### src/rtl/sensor_port_pkg.sv
package sensor_port_pkg;
  localparam int unsigned DEF_DATA_W      = 8;
  localparam int unsigned DEF_SYNC_STAGES = 2;
endpackage

### src/rtl/sensor_sampler.sv
module sensor_sampler #(
  parameter int unsigned DATA_W = 8,
  parameter int unsigned STAGES = 2
) (
  input  logic              clk_i,
  input  logic              rst_ni,
  input  logic [DATA_W-1:0] sensor_i,
  output logic [DATA_W-1:0] cur_o,
  output logic              change_o
);
  localparam int unsigned CW = $clog2(STAGES + 2);
  localparam logic [CW-1:0] ARM = CW'(STAGES + 1);

  logic [DATA_W-1:0] stage_q [STAGES];
  logic [DATA_W-1:0] prev_q;
  logic [CW-1:0]     fill_q;
  logic              armed;

  for (genvar g = 0; g < STAGES; g++) begin : g_sync
    always_ff @(posedge clk_i or negedge rst_ni) begin
      if (!rst_ni)     stage_q[g] <= '0;
      else if (g == 0) stage_q[g] <= sensor_i;
      else             stage_q[g] <= stage_q[(g == 0) ? 0 : g-1];
    end
    if (g > 0) begin : g_chk
      AST_STAGE_SHIFT: assert property (@(posedge clk_i) disable iff (!rst_ni)
        stage_q[g] == $past(stage_q[g-1]));
    end
  end

  always_ff @(posedge clk_i or negedge rst_ni) begin
    if (!rst_ni) begin
      prev_q <= '0;
      fill_q <= '0;
    end else begin
      prev_q <= stage_q[STAGES-1];
      if (fill_q != ARM) fill_q <= fill_q + 1'b1;
    end
  end

  // compare only once prev_q holds a real sample
  assign armed    = (fill_q == ARM);
  assign cur_o    = stage_q[STAGES-1];
  assign change_o = armed && (stage_q[STAGES-1] != prev_q);

  AST_PRIME_QUIET: assert property (@(posedge clk_i) disable iff (!rst_ni)
    !armed |-> !change_o);
endmodule

### src/rtl/irq_latch.sv
module irq_latch (
  input  logic clk_i,
  input  logic rst_ni,
  input  logic change_i,
  input  logic int_ack_i,
  output logic int_req_o
);
  logic req_q;

  // set has priority over acknowledge
  always_ff @(posedge clk_i or negedge rst_ni) begin
    if (!rst_ni)        req_q <= 1'b0;
    else if (change_i)  req_q <= 1'b1;
    else if (int_ack_i) req_q <= 1'b0;
  end

  assign int_req_o = req_q;

  AST_REQ_HOLD: assert property (@(posedge clk_i) disable iff (!rst_ni)
    req_q && !int_ack_i |=> req_q);
  AST_REQ_CLEAR: assert property (@(posedge clk_i) disable iff (!rst_ni)
    int_ack_i && !change_i |=> !req_q);
  AST_SET_WINS: assert property (@(posedge clk_i) disable iff (!rst_ni)
    change_i && int_ack_i |=> req_q);
  AST_NO_SPURIOUS: assert property (@(posedge clk_i) disable iff (!rst_ni)
    !req_q && !change_i |=> !req_q);
endmodule

### src/rtl/port_read.sv
module port_read #(
  parameter int unsigned DATA_W = 8
) (
  input  logic              cyc_i,
  input  logic              stb_i,
  input  logic [DATA_W-1:0] sample_i,
  output logic              ack_o,
  output logic [DATA_W-1:0] dat_o
);
  assign ack_o = cyc_i & stb_i;
  assign dat_o = sample_i;

  always_comb begin
    if (!cyc_i) AST_ACK_NEEDS_CYC: assert (!ack_o);
  end
endmodule

### src/rtl/sensor_chg_port.sv
module sensor_chg_port
  import sensor_port_pkg::*;
#(
  parameter int unsigned DATA_W      = DEF_DATA_W,
  parameter int unsigned SYNC_STAGES = DEF_SYNC_STAGES
) (
  input  logic              clk_i,
  input  logic              rst_ni,
  input  logic [DATA_W-1:0] sensor_i,
  input  logic              cyc_i,
  input  logic              stb_i,
  output logic              ack_o,
  output logic [DATA_W-1:0] dat_o,
  input  logic              int_ack_i,
  output logic              int_req_o
);
  logic [DATA_W-1:0] cur;
  logic              change;

  sensor_sampler #(.DATA_W(DATA_W), .STAGES(SYNC_STAGES)) u_sampler (
    .clk_i    (clk_i),
    .rst_ni   (rst_ni),
    .sensor_i (sensor_i),
    .cur_o    (cur),
    .change_o (change)
  );

  irq_latch u_irq (
    .clk_i     (clk_i),
    .rst_ni    (rst_ni),
    .change_i  (change),
    .int_ack_i (int_ack_i),
    .int_req_o (int_req_o)
  );

  port_read #(.DATA_W(DATA_W)) u_read (
    .cyc_i    (cyc_i),
    .stb_i    (stb_i),
    .sample_i (cur),
    .ack_o    (ack_o),
    .dat_o    (dat_o)
  );

  AST_RESET_QUIET: assert property (@(posedge clk_i)
    !rst_ni |-> !int_req_o && dat_o == '0);
endmodule

### config.mk
export PLATFORM = sky130hd
export DESIGN_NAME = sensor_chg_port
export DESIGN_NICKNAME = d
export VERILOG_FILES = /design/src/rtl/sensor_port_pkg.sv /design/src/rtl/sensor_sampler.sv /design/src/rtl/irq_latch.sv /design/src/rtl/port_read.sv /design/src/rtl/sensor_chg_port.sv
export SDC_FILE = /design/constraint.sdc
export NUM_CORES = 1
export LEC_CHECK = 0
export CORE_MARGIN = 5
export CORE_UTILIZATION = 45
export DETAILED_ROUTE_END_ITERATION = 6
export GPL_TIMING_DRIVEN = 0
export PLACE_DENSITY = 0.76
export SYNTH_ARGS = -nofsm -noshare
export SYNTH_HDL_FRONTEND = slang
export SYNTH_SLANG_ARGS = --single-unit
### constraint.sdc
create_clock -name clk_i -period 1.4 [get_ports clk_i]
set_input_delay 0.28 -clock clk_i [delete_from_list [all_inputs] [get_ports clk_i]]
set_output_delay 0.28 -clock clk_i [all_outputs]
set_load 0.02 [all_outputs]
==> impl_metrics.env <==
export IMPL_outcome="completed"
export IMPL_fp_dieH_um=54.0
export IMPL_finalCriticalPeriod_ps=1380
export IMPL_clkSinkCount=27
export IMPL_vdd_drop_max_uv=714
export IMPL_end_kind="output pin"
export IMPL_worstHoldStart="u_sampler.stage_q[8]"
export IMPL_dp_cells=101
export IMPL_setup_violations_final=0
export IMPL_die_area_sq_mm=0.00291
export IMPL_synth_seq_cells=27
export IMPL_grt_pass1_wl_mm=2.22
export IMPL_synth_adder_area_share_pct=1.44
export IMPL_pwr_share_seq_pct=64.6
export IMPL_die_w_um=54.0
export IMPL_clock_latency_ps=310
export IMPL_root_buffer="clkbuf_4"
export IMPL_max_freq_mhz=726
export IMPL_synth_async_sr_flop_share_pct=100
export IMPL_hp_class="register to register"
export IMPL_rsz0062_at_grt="false"
export IMPL_whs_ps=364
export IMPL_yosysTopAreaCell="dfrtp_1"
export IMPL_finalCritPeriodShare_pct=98.4
export IMPL_area_growth_pct=35.8
export IMPL_static_leakage_power_nw=0.532
export IMPL_r2r_cells=6
export IMPL_switching_share_pct=21.8
export IMPL_gp_congestion=0.675
export IMPL_internal_power_mw=1.01
export IMPL_power_density_mw_per_mm2=1090
export IMPL_cp_startpoint="cyc_i"
export IMPL_first_pass_iters=1
export IMPL_hold_violations=0
export IMPL_r2r_end="u_irq.int_req_o"
export IMPL_pwr_share_clk_pct=24.5
export IMPL_yosysTopAreaCellShare_pct=77.6
export IMPL_worstReg2RegStart="u_sampler.cur_o[6]"
export IMPL_synth_ff_type="dfrtp_1"
export IMPL_first_iter_violations=0
export IMPL_yosysWarnings=0
export IMPL_cp_slowest_cell="clkdlybuf4s50_1"
export IMPL_final_layout_size_suffix_gt1_share_pct=35.6
export IMPL_synth_cells=52
export IMPL_reg2reg_setup_slack_ps=230
export IMPL_vias_per_cell=4.05
export IMPL_ioPinCount=23
export IMPL_worstPathMaxFanout=1
export IMPL_cts_tree="done"
export IMPL_start_util_pct=45.8
export IMPL_synth_most_common_cell="dfrtp_1"
export IMPL_synth_top_family_by_area="XOR/XNOR gates"
export IMPL_cp_cell_sequence="clkdlybuf4s50_1 -> and2_1 -> clkdlybuf4s15_2"
export IMPL_grt_usage_pct=11.1
export IMPL_drc_errors=0
export IMPL_p_sw_mw=0.281
export IMPL_numCtsBuffers=3
export IMPL_synth_simple_area_share_pct=2.16
export IMPL_synth_compound_area_share_pct=1.15
export IMPL_final_setup_worst_slack_ps=22.6
export IMPL_synth_xor_area_share_pct=9.05
export IMPL_cts_reportedPaths_clkPinSlew_ps=120
export IMPL_cp_arrival_ps=1100
export IMPL_ys_types=9
export IMPL_slew_viol_final=0
export IMPL_tightest_slew_ps=567
export IMPL_synthMuxAreaShare_pct=1.29
export IMPL_whs_path_depth=0
export IMPL_synthesis_area_sq_um=871
export IMPL_worstSetupPathType="input pin to output pin"
export IMPL_nets=102
export IMPL_relSlewSlack_pct=62.2
export IMPL_combPwrFrac_pct=10.9
export IMPL_pre_cts_ws_ps=-322
export IMPL_vias=462
export IMPL_coreArea_sq_mm=0.00190
export IMPL_cpPeakStageDelay_ps=450
export IMPL_wl_per_cell_um=11.6
export IMPL_yosysSeqAreaShare_pct=77.6
export IMPL_grt_max_degree=28
export IMPL_synthTopCellsByCount="dfrtp_1 (27), xnor2_1 (9), buf_4 (8)"
export IMPL_overflow=0
export IMPL_wl_mm=1.33
export IMPL_tns_ps=0
export IMPL_num_rows=16
export IMPL_whs_endpoint="u_sampler.cur_o[0]"
export IMPL_cap_violations=0
export IMPL_finalPower_mw=1.29
export IMPL_start_kind="input pin"
export IMPL_synth_edff_count=0
export IMPL_netlist_top_cells_area="dfrtp_1 (78%), xnor2_1 (9.1%), buf_4 (6.9%)"
export IMPL_ant_nets=0
export IMPL_grt_pass1_vias=479
export IMPL_clock_skew_final_ps=13.9
export IMPL_worstPathRequired_ps=1120
export IMPL_antenna_cells=0
export IMPL_cts_buffer_depth=2
export IMPL_grt_antenna_before_repair=0
export IMPL_final_cell_count_no_fill=114
export IMPL_syn_avg_cell_area_sq_um=16.7
export IMPL_h_tree_depth=1
export IMPL_syn_num_nets=66
export IMPL_io_buffers=22
## state kept, by name, indices dropped and copies added (netlist names)
signal and flops:
u_irq.int_req_o 1, u_sampler.prev_q 8, u_sampler.cur_o 8, u_sampler.stage_q 8, u_sampler.fill_q 2
## layout by cell type (no fill, tap or decap), drive strengths merged
cell,netlist,layout
and2,1,1
buf,8,22
clkbuf,0,6
clkdlybuf4s15,0,1
clkdlybuf4s50,0,11
clkinvlp,0,1
dfrtp,27,27
dlygate4sd2,0,1
dlygate4sd3,0,1
ha,1,1
inv,1,1
mux2,1,1
nand4,2,2
o21ai,2,2
xnor2,9,9
## power groups by stage
stage / Clock, mW / Combinational (mW) / Sequential, mW
3_5_place_dp: 0 / 0.132 / 0.851
2_1_floorplan: 0 / 0.0570 / 0.845
6_report: 0.316 / 0.141 / 0.832
5_1_grt: 0.363 / 0.155 / 0.836
3_3_place_gp: 0 / 0.131 / 0.847
4_1_cts: 0.335 / 0.146 / 0.832
## critical path, delay by kind of cell
kind	cells	cell delay [ps]
buffers and inverters	2	700
and+or+nand+nor	1	120
## cells by family after synthesis
logic type      Yosys count
flops                    27
xor+xnor                  9
buf+inv                   9
simple gates              3
compound gates            2
mux                       1
fa+ha+maj                 1
## what timing repair did
action,in CTS,in global routing
pin swaps,0,0
gates resized for setup,25,6
buffers inserted,7,1
cloned,0,0
hold endpoints to repair,0,16
endpoints found under the setup margin,10,6
hold buffers,0,1
## cell type report
type / count / area (sq um)
Tap cell: 27 / 33.8
Buffer: 8 / 60.1
Multi-Input combinational cell: 16 / 131
Sequential cell: 27 / 676
Clock buffer: 3 / 22.5
Timing Repair Buffer: 31 / 248
Fill cell: 151 / 719
Inverter: 1 / 3.75
Clock inverter: 1 / 7.51
## through the flow
stage	instance area, sq um	util (%)
2_1_floorplan	871	-
6_report	1180	62.2
5_1_grt	1180	62.2
3_5_place_dp	1120	59.1
3_3_place_gp	1120	59.1
4_1_cts	1200	63.3
## worst max-delay path by stage
stage	end	slack (ps)
after global routing	ack_o	7
after global placement	ack_o	-310
final	ack_o	20
after CTS	dat_o[3]	0.8
after detailed placement	ack_o	-320
after floorplan	u_sampler.fill_q[1]	380
## per-layer routing
metal | vias up | part of all wire [%] | wire (um) | GRT usage [%]
li1 | 228 | - | - | -
met1 | 222 | 39 | 514 | 13.5
met2 | 10 | 55 | 733 | 18.5
met3 | 2 | 5.5 | 73 | 2.77
met4 | 0 | 0.53 | 7 | 4.98
met5 | - | 0 | 0 | 0
Power figures use the tool's default switching activity.
